[src/rtl/eebb_pkg.sv]
package eebb_pkg;
    // Control register bit positions (host software decodes these)
    localparam int CB_CLK  = 0;
    localparam int CB_DIN  = 2;
    localparam int CB_DOUT = 3;
    localparam int CB_REQ  = 6;
    localparam int CB_GNT  = 7;

    // Reset value: write-enable field low bit (4) and type bit (8) set
    localparam logic [31:0] CTRL_RST = 32'h0000_0110;

    localparam logic [7:0] OP_READ   = 8'h03;
    localparam logic [7:0] OP_STATUS = 8'h05;

    typedef enum logic [1:0] {
        ST_OPCODE = 2'd0,
        ST_ADDR   = 2'd1,
        ST_DATA   = 2'd2,
        ST_STATUS = 2'd3
    } seq_state_t;
endpackage

[src/rtl/eebb_ctrl_reg.sv]
module eebb_ctrl_reg
    import eebb_pkg::*;
#(
    parameter int REG_W = 32,
    parameter int BE_W  = REG_W / 8
) (
    input  logic             clk,
    input  logic             rst_n,
    input  logic             wr_en,
    input  logic [BE_W-1:0]  wr_be,
    input  logic [REG_W-1:0] wr_data,
    output logic [REG_W-1:0] ctrl_q,
    output logic             gnt_q,
    output logic             sclk_rise,
    output logic             din_bit
);
    logic accept;

    // Only complete-word writes are taken
    assign accept    = wr_en && (&wr_be);
    assign sclk_rise = accept && wr_data[CB_CLK] && !ctrl_q[CB_CLK];
    assign din_bit   = wr_data[CB_DIN];

    always_ff @(posedge clk) begin
        if (!rst_n) begin
            ctrl_q <= REG_W'(CTRL_RST);
            gnt_q  <= 1'b0;
        end else if (accept) begin
            ctrl_q <= wr_data;
            gnt_q  <= wr_data[CB_REQ];
        end
    end
endmodule

[src/rtl/eebb_store.sv]
module eebb_store #(
    parameter int              DEPTH = 64,
    parameter int              AW    = 8,
    parameter int              DW    = 16,
    parameter logic [DW-1:0]   WORD0 = DW'(16'hBABA)
) (
    input  logic [AW-1:0] addr,
    output logic [DW-1:0] word
);
    localparam int IDX_W = (DEPTH > 1) ? $clog2(DEPTH) : 1;
    localparam int SLOTS = 1 << IDX_W;

    logic [DW-1:0] words [SLOTS];

    function automatic logic [DW-1:0] preload(input int idx);
        return (idx == 0) ? WORD0 : '0;
    endfunction

    for (genvar i = 0; i < SLOTS; i++) begin : g_word
        if (i < DEPTH) begin : g_used
            assign words[i] = preload(i);
        end else begin : g_pad
            assign words[i] = '0;
        end
    end

    always_comb begin
        if (int'(addr) < DEPTH)
            word = words[addr[IDX_W-1:0]];
        else
            word = '0;
    end
endmodule

[src/rtl/eebb_seq.sv]
module eebb_seq
    import eebb_pkg::*;
#(
    parameter int DEPTH = 64,
    parameter int OP_W  = 8,
    parameter int AW    = 8,
    parameter int DW    = 16,
    parameter int SW    = 8
) (
    input  logic          clk,
    input  logic          rst_n,
    input  logic          step,
    input  logic          din,
    input  logic [DW-1:0] rd_word,
    output logic [AW-1:0] addr_q,
    output logic          dout_q,
    output logic          err_q,
    output seq_state_t    state_q
);
    localparam int OCW   = $clog2(OP_W + 1);
    localparam int ACW   = $clog2(AW + 1);
    localparam int DCW   = $clog2(DW + 1);
    localparam int DIDXW = $clog2(DW);
    localparam logic [OCW-1:0] OC_LAST = OCW'(OP_W - 1);
    localparam logic [ACW-1:0] AC_LAST = ACW'(AW - 1);
    localparam logic [DCW-1:0] DC_LAST = DCW'(DW - 1);
    localparam logic [DCW-1:0] SC_LAST = DCW'(SW - 1);

    seq_state_t       state_n;
    logic [OP_W-1:0]  op_q, op_n, op_shift;
    logic [AW-1:0]    addr_n, addr_shift;
    logic [OCW-1:0]   oc_q, oc_n;
    logic [ACW-1:0]   ac_q, ac_n;
    logic [DCW-1:0]   dc_q, dc_n;
    logic             dout_n, err_n, bad;

    assign op_shift   = {op_q[OP_W-2:0], din};
    assign addr_shift = {addr_q[AW-2:0], din};

    // Next-state and sequencing logic
    always_comb begin
        state_n = state_q;
        op_n    = op_q;
        addr_n  = addr_q;
        oc_n    = oc_q;
        ac_n    = ac_q;
        dc_n    = dc_q;
        bad     = 1'b0;
        if (step) begin
            unique case (state_q)
                ST_OPCODE: begin
                    op_n = op_shift;
                    oc_n = oc_q + 1'b1;
                    if (oc_q == OC_LAST) begin
                        if (op_shift == OP_W'(OP_READ)) begin
                            state_n = ST_ADDR;
                        end else if (op_shift == OP_W'(OP_STATUS)) begin
                            state_n = ST_STATUS;
                        end else begin
                            bad     = 1'b1;
                            state_n = ST_OPCODE;
                            op_n    = '0;
                            oc_n    = '0;
                        end
                    end
                end
                ST_ADDR: begin
                    addr_n = addr_shift;
                    ac_n   = ac_q + 1'b1;
                    if (ac_q == AC_LAST) begin
                        if (int'(addr_shift) >= DEPTH) begin
                            bad     = 1'b1;
                            state_n = ST_OPCODE;
                            op_n    = '0;
                            addr_n  = '0;
                            oc_n    = '0;
                            ac_n    = '0;
                        end else begin
                            state_n = ST_DATA;
                        end
                    end
                end
                ST_DATA: begin
                    dc_n = dc_q + 1'b1;
                    if (dc_q == DC_LAST) begin
                        state_n = ST_OPCODE;
                        op_n    = '0;
                        addr_n  = '0;
                        oc_n    = '0;
                        ac_n    = '0;
                        dc_n    = '0;
                    end
                end
                ST_STATUS: begin
                    dc_n = dc_q + 1'b1;
                    if (dc_q == SC_LAST) begin
                        state_n = ST_OPCODE;
                        op_n    = '0;
                        addr_n  = '0;
                        oc_n    = '0;
                        ac_n    = '0;
                        dc_n    = '0;
                    end
                end
                default: begin
                    bad     = 1'b1;
                    state_n = ST_OPCODE;
                    op_n    = '0;
                    addr_n  = '0;
                    oc_n    = '0;
                    ac_n    = '0;
                    dc_n    = '0;
                end
            endcase
        end
    end

    // Output logic: data-out drive and error flag
    always_comb begin
        dout_n = dout_q;
        err_n  = err_q | bad;
        if (step) begin
            unique case (state_q)
                ST_DATA:   dout_n = rd_word[dc_q[DIDXW-1:0]];
                ST_STATUS: dout_n = 1'b0;
                default:   dout_n = dout_q;
            endcase
        end
    end

    // State register
    always_ff @(posedge clk) begin
        if (!rst_n) begin
            state_q <= ST_OPCODE;
            op_q    <= '0;
            addr_q  <= '0;
            oc_q    <= '0;
            ac_q    <= '0;
            dc_q    <= '0;
            dout_q  <= 1'b0;
            err_q   <= 1'b0;
        end else begin
            state_q <= state_n;
            op_q    <= op_n;
            addr_q  <= addr_n;
            oc_q    <= oc_n;
            ac_q    <= ac_n;
            dc_q    <= dc_n;
            dout_q  <= dout_n;
            err_q   <= err_n;
        end
    end
endmodule

[src/rtl/spi_eeprom_emu.sv]
module spi_eeprom_emu
    import eebb_pkg::*;
#(
    parameter int DEPTH = 64,
    parameter int AW    = 8,
    parameter int DW    = 16
) (
    input  logic        clk,
    input  logic        rst_n,
    input  logic        wr_en,
    input  logic [3:0]  wr_be,
    input  logic [31:0] wr_data,
    output logic [31:0] rd_data,
    output logic        err
);
    logic [31:0]   ctrl_q;
    logic          gnt_q, sclk_rise, din_bit, dout_q;
    logic [AW-1:0] addr_q;
    logic [DW-1:0] rd_word;
    seq_state_t    seq_st;

    eebb_ctrl_reg #(.REG_W(32)) u_ctrl (
        .clk       (clk),
        .rst_n     (rst_n),
        .wr_en     (wr_en),
        .wr_be     (wr_be),
        .wr_data   (wr_data),
        .ctrl_q    (ctrl_q),
        .gnt_q     (gnt_q),
        .sclk_rise (sclk_rise),
        .din_bit   (din_bit)
    );

    eebb_store #(.DEPTH(DEPTH), .AW(AW), .DW(DW)) u_store (
        .addr (addr_q),
        .word (rd_word)
    );

    eebb_seq #(.DEPTH(DEPTH), .OP_W(8), .AW(AW), .DW(DW), .SW(8)) u_seq (
        .clk     (clk),
        .rst_n   (rst_n),
        .step    (sclk_rise),
        .din     (din_bit),
        .rd_word (rd_word),
        .addr_q  (addr_q),
        .dout_q  (dout_q),
        .err_q   (err),
        .state_q (seq_st)
    );

    always_comb begin
        rd_data          = ctrl_q;
        rd_data[CB_DOUT] = dout_q;
        rd_data[CB_GNT]  = gnt_q;
    end
endmodule

[config.mk]
export PLATFORM = sky130hd
export DESIGN_NAME = spi_eeprom_emu
export DESIGN_NICKNAME = d
export VERILOG_FILES = /design/src/rtl/eebb_pkg.sv /design/src/rtl/eebb_ctrl_reg.sv /design/src/rtl/eebb_store.sv /design/src/rtl/eebb_seq.sv /design/src/rtl/spi_eeprom_emu.sv
export SDC_FILE = /design/constraint.sdc
export NUM_CORES = 1
export LEC_CHECK = 0
export ABC_AREA = 1
export ABC_CLOCK_PERIOD_IN_PS = 3700
export BUFFER_PORTS_ARGS = -buffer_cell sky130_fd_sc_hd__buf_4
export CAP_MARGIN = 20
export CORE_MARGIN = 5
export CORE_UTILIZATION = 35
export CTS_CLUSTER_DIAMETER = 120
export CTS_CLUSTER_SIZE = 25
export DETAILED_ROUTE_END_ITERATION = 8
export HOLD_SLACK_MARGIN = 0.08
export MAX_ROUTING_LAYER = met4
export SLEW_MARGIN = 20
export SYNTH_ARGS = -nofsm -noshare
export SYNTH_HDL_FRONTEND = slang
export SYNTH_SLANG_ARGS = --single-unit
[constraint.sdc]
create_clock -name clk -period 3.7 [get_ports clk]
set_input_delay 0.185 -clock clk [delete_from_list [all_inputs] [get_ports clk]]
set_output_delay 0.185 -clock clk [all_outputs]
set_load 0.05 [all_outputs]
## Word-level counts from Yosys, hierarchy flattened

Memories as Yosys holds them, arrays and structs flattened.
Index checks and enable logic that the tools add are counted.

| operators by class | value |
|---|---|
| $add $sub $neg | 3 |
| multiply operators | 0 |
| div/mod/pow operators | 0 |
| $lt $le $gt $ge | 4 |
| equality and inequality tests | 14 |
| shifts and indexed selects | 0 |
| mux-type cells | 46 |
| bitwise logic cells | 2 |
| reduce and logical (&&, ||, !) cells | 12 |

Operators by type and width:

| cell | number |
|---|---|
| two-way mux 16 bit | 3 |
| two-way mux 4 bit | 9 |
| two-way mux 7 bit | 5 |
| two-way mux 8 bit | 4 |
| case mux 7 bit (4 select lines) | 1 |
| case mux 8 bit (3 select lines) | 1 |
| case mux 4 bit (4 select lines) | 1 |
| two-way mux 2 bit | 7 |
| case mux 4 bit (3 select lines) | 1 |
| two-way mux 5 bit | 2 |
| inequality test 2 x 1 -> 1 bit (second input constant) | 5 |
| case mux 5 bit (2 select lines) | 1 |
| AND reduction 5 bit | 2 |
| adder 4 x 1 -> 4 bit (second input constant) | 2 |
| == test 4 x 3 -> 1 bit (second input constant) | 2 |
| == test 8 x 2 -> 1 bit (second input constant) | 1 |
| == test 8 x 3 -> 1 bit (second input constant) | 1 |
| greater-or-equal comparator 8 x 7 -> 1 bit (second input constant) | 1 |
| less-than comparator 8 x 7 -> 1 bit (second input constant) | 1 |
| case mux 2 bit (4 select lines) | 1 |
| AND reduction 4 bit | 2 |
| greater-or-equal comparator 7 bit (second input constant) | 1 |
| two-way mux 1 bit | 7 |
| inverter 6 -> 7 bit | 1 |
| 15 further kinds | 19 |

| word-level totals | value |
|---|---|
| register bits | 65 |
| latch bits | 0 |
| RAM bits | 0 |
| memory bits (read-only) | 1,024 |
| input port bits | 39 |
| logic and storage cells | 92 |
| memories kept | 1 |

Memory list:

| name | depth | width | read ports | clocked after Yosys merged registers in | write ports | line | RTL |
|---|---|---|---|---|---|---|---|
| (no name shown) | 64 | 16 | 1 | 0 | 0 | eebb_store.sv:29 | `word = words[addr[IDX_W-1:0]];` |

## Depth between registers and ports, before layout

Gate-level depths: netlist of the first run.

| logic depth | value |
|---|---|
| depth in word-level cells | 8 |
| mapped depth | 13 |

## Cells and area by module

Synthesis of the first run repeated with hierarchy kept, for this count alone.

| second synthesis, totals | value |
|---|---|
| cell total of the unflattened synthesis | 500 |
| area, all modules | 3,326.9 µm² |

By module, submodules not included:

| module | times used | cells an instance | area each (µm²) | seq. area each (µm²) |
|---|---|---|---|---|
| eebb_seq | 1 | 267 | 1,779.2 | 640.6 |
| eebb_ctrl_reg | 1 | 208 | 1,390.1 | 640.6 |
| eebb_store | 1 | 23 | 142.6 | 0.0 |
| spi_eeprom_emu | 1 | 2 | 15.0 | 0.0 |

## Worst setup path before layout of the first run

OpenSTA, ideal clock, no wires.

| timing path | value |
|---|---|
| path kind | reg2reg |
| start point | register u_seq.dc_q[0] |
| end point | register u_seq.op_q[3] |
| setup time | 0.113 ns |
| arrival | 1.542 ns |
| required time | 3.587 ns |
| slack | 2.045 ns |
| cell stages (with the launch flop) | 13 |
| path buffers | 1 |
| clock period less this slack | 1.655 ns |
| path through | dfxtp_1 > ha_1 > nand2_1 > nor2_1 > ha_1 > inv_1 > nand3_1 > nand2_2 > nor2_2 > nand2_2 > buf_6 > o21ai_1 > nor2_1 |

| on the way | value |
|---|---|
| longest elaborated chain between the ends | 3 |

RTL lines:

| element | line | RTL |
|---|---|---|
| from (decl) | eebb_seq.sv:34 | `logic [DCW-1:0] dc_q, dc_n;` |
| from (signal assigned) | eebb_seq.sv:148 | `dc_q <= dc_n;` |
| == test 5 x 3 -> 1 bit or == test 5 x 4 -> 1 bit (tied branches) | eebb_seq.sv:96, eebb_seq.sv:85 |  |
| inequality test 2 x 1 -> 1 bit (no line) | -- |  |
| AND reduction 5 bit (no line) * | -- |  |
| to (signal assigned) | eebb_seq.sv:144 | `op_q <= op_n;` |
| to (decl) | eebb_seq.sv:30 | `logic [OP_W-1:0] op_q, op_n, op_shift;` |

Mark *: on every way between the ends. The rest lies on a longest branch, timed or not.
A chain may end at the register's enable or synchronous reset.

## Worst setup path after layout of the first run

| timing path | value |
|---|---|
| start point | register u_seq.dc_q[0] |
| end point | register u_seq.addr_q[7] |

| on the way | value |
|---|---|
| longest elaborated chain between the ends | 3 |

RTL lines:

| element | line | RTL |
|---|---|---|
| == test 5 x 3 -> 1 bit or == test 5 x 4 -> 1 bit (tied branches) | eebb_seq.sv:96, eebb_seq.sv:85 |  |
| inequality test 2 x 1 -> 1 bit (no line) | -- |  |
| AND reduction 4 bit (no line) * | -- |  |
| to (signal assigned) | eebb_seq.sv:145 | `addr_q <= addr_n;` |
| to (decl) | eebb_seq.sv:15 | `output logic [AW-1:0] addr_q,` |

Marked as above.

==> metrics.md, run 1 <==
| Metric | Value |
|---|---|
| Post-synthesis sequential area ratio | `0.4409` |
| Crit-path max FO | `16` |
| Initial core utilization | `0.3624` |
| Die Span Y | `99.69 um` |
| Root buffer cell | `clkbuf_8` |
| HP Start | `wr_data[11]` |
| Share of the synthesized area in the top cell type | `0.4409` |
| Fin crit period | `2009 ps` |
| Status | `complete, no violations` |
| Routed Wire Length | `7039 um` |
| GRT Util Overall | `0.1521` |
| Warnings from Yosys | `0` |
| Via Count | `2768` |
| Share of cells above drive strength 1 | `0.2104` |
| Mean Syn Cell Area | `6.917 um^2` |
| Sink Count | `62` |
| Worst setup EP type | `flip-flop` |
| FP Rows | `32` |
| Diodes inserted | `0` |
| Util after Layout | `0.4878` |
| Worst hold path class | `input port to flip-flop` |
| Worst reg-to-reg path cell count | `11` |
| Crit path DAT | `2240 ps` |
| Area contributors post-synth | `dfxtp_1 44%, nor2_1 15%, nand2_1 8.7%, o21ai_0 7.5%, inv_1 4.0%` |
| Routed Antenna Nets | `0` |
| Pleak | `1.752 nW` |
| CP peak stage delay | `360 ps` |
| Slew Limit Headroom | `0.4120` |
| Hold Vio Cnt, Final | `0` |
| Hold path cells | `3` |
| Core area | `0.007767 mm^2` |
| Commonest cells post-synth | `112 x nor2_1, 65 x nand2_1, 62 x dfxtp_1, 42 x o21ai_0, 30 x inv_1` |
| Hold Path Sink | `u_ctrl.ctrl_q[11]$_SDFFE_PN0P_` |
| Power Density | `352.9 mW/mm^2` |
| Worst Tran Pin Value | `881.0 ps` |
| Leading area contributor after synthesis | `dfxtp_1` |
| Setup TNS | `0 ps` |
| Crit path required time | `3930 ps` |
| Number of I/O pins | `72` |
| Top FF cell, synth | `dfxtp_1` |
| Count of cell types in the netlist | `27` |
| Drt pass-1 iters | `4` |
| Nets@finish | `539` |
| GPL Wtd Cong | `0.7527` |
| Antenna violations before repair | `0` |
| Period utilization | `0.5431` |
| Port Buffer Count | `69` |
| #FFs+latches synth | `62` |
| H-tree depth | `3` |
| Area grow syn2layout | `34.58%` |
| Ys async rst share | `0` |
| Die W | `99.69 um` |
| Mapped Cells | `407` |
| RR Startpoint | `u_seq.dc_q[0]$_SDFFE_PN0P_` |
| Vias per std cell | `4.606` |
| Worst vdd ir | `0.1818 mV` |
| Largest net degree at the start of global routing | `56` |
| 1st-iter DRT viols | `99` |
| Setup CP Type | `flip-flop to flip-flop` |
| Count leader, synth | `nor2_1` |
| Max Slew Vio Count | `0` |
| Reg clk slew, reported paths | `70 ps` |
| DPL Wire Length | `4661 um` |
| Reg-to-reg slack, setup | `1690 ps` |
| First-pass GRT wire length | `12040 um` |
| CTS max path bufs | `2` |
| Critical Path, Cell by Cell | `ha_1 -> nand2_1 -> nor2_1 -> ha_1 -> inv_1 -> nand3_1 -> nand3_2 -> nor2_4 -> inv_2 -> o21ai_0 -> nor2_1` |
| Slowest library cell on the worst path | `dfxtp_1` |
| Clock skew | `7.862 ps` |
| DR WL/cell | `11.71 um` |
| MaxCap Viol Count | `0` |
| DIE AREA | `0.009937 mm^2` |
| Critical Path Start Type | `flip-flop` |
| TritonCTS Buffers | `9` |
| Vias in the first global route | `2713` |
| DRC | `0` |
| Resized cells post-CTS | `0` |
| CTS tree | `done` |
| RSZ-0062 raised after global routing | `no` |
| Post-synth EDFFs | `0` |
| Setup-failing EPs final | `0` |
| Latest clock arrival within the worst-skew pair | `330 ps` |
| Fin Hold WS | `89.31 ps` |
| GR Overflow Total | `0` |
| Mapped Area | `0.002815 mm^2` |
| Reg-to-reg critical path endpoint | `u_seq.addr_q[7]$_SDFFE_PN0P_` |
| Peak Freq | `497.6 MHz` |
| Mapped Nets | `451` |
-- metrics by stage --
step | total power [mW] | instances | instance area [um^2] | worst slack [ps]
3_5_place_dp | 0.7971 | 561 | 3364 | 1679
5_1_grt | 1.392 | 601 | 3789 | 1413
4_1_cts | 1.350 | 601 | 3789 | 1664
3_3_place_gp | 0.7962 | 561 | 3364 | 1688
2_1_floorplan | 0.7490 | 407 | 2815 | 2045
6_report | 1.337 | 601 | 3789 | 1691
-- cell type report --
type	count	area [um^2]
Fill cell	800	3979
Multi-Input combinational cell	292	1339
Sequential cell	62	1241
Timing Repair Buffer	95	775.7
Clock buffer	11	151.4
Inverter	35	131.4
Tap cell	102	127.6
Clock inverter	4	22.52
-- per-layer routing --
metal | up-vias | part of all wire | routed length (um) | GRT usage
li1 | 1456 | - | - | -
met1 | 1247 | 0.47 | 3312 | 0.1835
met2 | 59 | 0.45 | 3201 | 0.2406
met3 | 6 | 0.065 | 461 | 0.05400
met4 | 0 | 0.0091 | 64 | 0.04097
met5 | - | 0 | 0 | -
-- power breakdown --
part	internal, mW	switching (mW)
Clock	0.272	0.262
Sequential	0.676	0.00457
Combinational	0.0595	0.0636
Total	1.01	0.330
-- sequential cells by signal, indices dropped and copies added, names as in the netlist --
signal and count:
u_ctrl.ctrl_q 30, u_seq.addr_q 8, u_seq.op_q 7, u_seq.dc_q 5, u_seq.ac_q 4, u_seq.oc_q 4
u_seq.state_q 2, u_seq.dout_q 1, u_seq.err_q 1
-- logic make-up after synthesis --
family	count (synthesis)	share of synthesized area
AND/OR/NAND/NOR	215	0.3222
AO/OA/AOI/OAI	70	0.1249
flip-flops	62	0.4409
buffers and inverters	53	0.08355
adder cells (fa/ha/maj)	5	0.02222
XOR/XNOR	2	0.006223
-- critical path: cells and delay by family, from the launching register on --
kind                       cells  cell delay [ps]
AOI/OAI and AO/OA              1              160
DFF                            1              360
buffers and inverters          2              200
and+or+nand+nor                6              820
adders and majority gates      2              360
-- how the worst max path moves through the flow --
stage / from / end / slack [ps] / cells past startpoint
3_5_place_dp: u_seq.dc_q[0]$_SDFFE_PN0P_ / u_seq.addr_q[7]$_SDFFE_PN0P_ / 1680 / 11
4_1_cts: u_seq.dc_q[0]$_SDFFE_PN0P_ / u_seq.addr_q[7]$_SDFFE_PN0P_ / 1660 / 11
2_1_floorplan: u_seq.dc_q[0]$_SDFFE_PN0P_ / u_seq.op_q[3]$_SDFFE_PN0P_ / 2040 / 12
5_1_grt: u_seq.dc_q[1]$_SDFFE_PN0P_ / u_seq.oc_q[3]$_SDFFE_PN0P_ / 1410 / 13
3_3_place_gp: u_seq.dc_q[0]$_SDFFE_PN0P_ / u_seq.addr_q[7]$_SDFFE_PN0P_ / 1690 / 11
6_report: u_seq.dc_q[0]$_SDFFE_PN0P_ / u_seq.addr_q[7]$_SDFFE_PN0P_ / 1690 / 11
-- what timing repair did --
item,in CTS,in global routing
hold buffers,25,0
hold endpoints to repair,25,0
setup buffers,0,0
-- layout by cell type, fill, tap and decap left out, types with 7 or more instances in the layout --
| cell | instances |
|---|---|
| o21ai_1 | 7 |
| a21oi_1 | 20 |
| dfxtp_1 | 62 |
| dlygate4sd3_1 | 25 |
| nand3_1 | 16 |
| buf_4 | 70 |
| o21ai_0 | 42 |
| clkbuf_8 | 11 |
| nand2_1 | 65 |
| inv_1 | 30 |
| nor2_1 | 112 |
Power figures use the tool's default switching activity.
==> run 2: changes to the inputs <==
Settings changed: ABC_CLOCK_PERIOD_IN_PS 3700 to 2100.
Clock period 3.7 ns to 2.1 ns, I/O delays scaled along.
==> metrics.md, run 2 (same netlist as run 1, synthesis figures left out) <==
| Metric | Value |
|---|---|
| Crit-path max FO | `12 (-4)` |
| Cell family with most CP delay | `simple AND/OR/NAND/NOR gates` |
| CP peak stage delay | `350 ps (about the same)` |
| Share of cells above drive strength 1 | `0.2154 (+0.004994)` |
| RSZ-0062 raised after global routing | `no` |
| GR Overflow Total | `0 (unchanged)` |
| Comb power frac | `0.088 (-0.004)` |
| Peak Freq | `522.8 MHz (+5.0%)` |
| Root buffer cell | `clkbuf_8` |
| Final instance area | `0.003890 mm^2 (+2.7%)` |
| MaxCap Viol Count | `0 (unchanged)` |
| Period utilization | `0.9109 (+0.3678)` |
| Internal power | `1.936 mW (+92%)` |
| Die Span Y | `99.69 um (unchanged)` |
| Via Count | `2782 (+0.51%)` |
| Commonest non-fill, non-tap cell in the layout | `nor2_1` |
| Status | `complete, no violations` |
| Critical Path, Cell by Cell | `ha_1 -> nand2_1 -> nor2_1 -> ha_1 -> inv_1 -> nand3_1 -> nand2_2 -> nor2_2 -> nand2_4 -> inv_4 -> nand2_1 -> nand2_1 -> nor2_1` |
| GPL Wtd Cong | `0.8109 (+7.7%)` |
| Most frequent cells in the layout | `112 x nor2_1, 74 x buf_4, 65 x nand2_1` |
| Routed Wire Length | `7133 um (+1.3%)` |
| Final worst slack | `187.1 ps (-1503 ps)` |
| Sequential power share | `0.475 (-0.034)` |
| Latest clock arrival within the worst-skew pair | `330 ps (about the same)` |
| Critical Path Start Type | `flip-flop` |
| Diodes inserted | `0 (unchanged)` |
| Antenna violations before repair | `0 (unchanged)` |
| Switching Share | `0.2330 (-0.01372)` |
| CTS tree | `done` |
| Drt pass-1 iters | `4 (unchanged)` |
| Initial core utilization | `0.3624 (unchanged)` |
| Max Slew Vio Count | `0 (unchanged)` |
| TritonCTS Buffers | `9 (unchanged)` |
| Die W | `99.69 um (unchanged)` |
| Area grow syn2layout | `38.18%` |
| First-pass GRT wire length | `12280 um (+2.0%)` |
| Slowest library cell on the worst path | `dfxtp_1` |
| 1st-iter DRT viols | `68 (-31%)` |
| Crit path DAT | `2150 ps (-90 ps)` |
| Number of I/O pins | `72 (unchanged)` |
| Worst setup EP type | `flip-flop` |
| Psw | `0.5880 mW (+78%)` |
| Vias per std cell | `4.576 (-0.65%)` |
| Worst vdd ir | `0.3772 mV (+110%)` |
| Fin Hold WS | `98.16 ps (+8.849 ps)` |
| Hold Vio Cnt, Final | `0 (unchanged)` |
| DP Area | `0.003387 mm^2 (+0.67%)` |
| Power Density | `648.8 mW/mm^2 (+84%)` |
| Vias in the first global route | `2729 (+0.59%)` |
| Worst hold path class | `input port to flip-flop` |
| Most flops, register | `u_ctrl.ctrl_q` |
| Clk pwr share | `0.438 (+0.039)` |
| FP Rows | `32 (unchanged)` |
| Setup WS pre-CTS | `112.2 ps (-1567 ps)` |
| Port Buffer Count | `69 (unchanged)` |
| GRT Util Overall | `0.1550 (+0.002913)` |
| Worst path bufs/invs | `2 (unchanged)` |
| Sink Count | `62 (unchanged)` |
| Setup-failing EPs final | `0 (unchanged)` |
| H-tree depth | `3 (unchanged)` |
| Nets@finish | `546 (+1.3%)` |
| DRC | `0 (unchanged)` |
| Pleak | `1.799 nW (+2.7%)` |
| Fin crit period | `1913 ps (-96.57 ps)` |
| Setup CP Type | `flip-flop to flip-flop` |
| Worst Tran Pin Value | `514.4 ps (-366.5 ps)` |
| Routed Antenna Nets | `0 (unchanged)` |
| Crit path required time | `2330 ps (-1600 ps)` |
| Largest net degree at the start of global routing | `56 (unchanged)` |
| Total power | `2.524 mW (+89%)` |
| DPL Wire Length | `4709 um (+1.0%)` |
| DR WL/cell | `11.73 um (+0.17%)` |
| Clock skew | `10.16 ps (+2.293 ps)` |
| DIE AREA | `0.009937 mm^2 (unchanged)` |
| Slew Limit Headroom | `0.6570 (+0.2450)` |
| Top flop regs | `u_ctrl.ctrl_q x30, u_seq.addr_q x8, u_seq.op_q x7` |
| Setup TNS | `0 ps (unchanged)` |
| Core area | `0.007767 mm^2 (unchanged)` |
| CP dominant cell by count | `nand2_1` |
| Max reg flops | `30 (unchanged)` |
| CTS max path bufs | `2 (unchanged)` |
| Reg clk slew, reported paths | `70 ps (about the same)` |
## run 2: layout make-up
type | instances | area [um^2]
fill | 774 | 3877
multi-input combinational | 292 | 1344
sequential | 62 | 1241
timing repair buffer | 102 | 835.8
clock buffer | 12 | 165.2
inverter | 35 | 133.9
tap | 102 | 127.6
clock inverter | 3 | 42.54
## run 2: repair_timing
| item | CTS | global route |
|---|---|---|
| buffers inserted | 0 | 1 |
| hold buffers | 28 | 0 |
| gates resized for setup | 0 | 2 |
| endpoints found under the hold margin | 28 | 0 |
| endpoints found under the setup margin | 0 | 6 |
## run 2: stage by stage
| step | std cells | util |
|---|---|---|
| final | 608 | 0.5008 |
| after global routing | 608 | 0.5008 |
| after CTS | 607 | 0.4989 |
| after detailed placement | 564 | 0.4361 |
| after global placement | 564 | 0.4361 |
| after floorplan | 407 | - |
## run 2: tightest hold or removal path: stages
cell     delay, ps
buf_4          120
nand2_2         90
a21oi_1         70
## run 2: path summary, 6_finish.rpt
kind	slack, ps	to	depth (start not counted)	startpoint
worst min-delay path	100	u_ctrl.ctrl_q[0]$_SDFFE_PN0P_	3	wr_data[0]
worst max-delay path	190	u_seq.op_q[0]$_SDFFE_PN0P_	13	u_seq.dc_q[0]$_SDFFE_PN0P_
worst min register to register	450	u_seq.err_q$_SDFF_PN0_	2	u_seq.err_q$_SDFF_PN0_
worst max register to register	190	u_seq.op_q[0]$_SDFFE_PN0P_	13	u_seq.dc_q[0]$_SDFFE_PN0P_
## run 2: per-layer routing
metal  vias up  routed length (um)  track usage
met1      1240                3194       0.1765
li1       1472                   -            -
met3         6                 528      0.05961
met4         0                  60      0.03887
met5         -                   0            -
met2        64                3349       0.2560
## run 2: power groups by stage
stage | sequential, mW | combinational (mW) | clock, mW
2_1_floorplan | 1.27 | 0.0545 | 0
3_3_place_gp | 1.22 | 0.178 | 0
3_5_place_dp | 1.22 | 0.180 | 0
4_1_cts | 1.20 | 0.221 | 1.14
5_1_grt | 1.20 | 0.239 | 1.20
6_report | 1.20 | 0.221 | 1.11
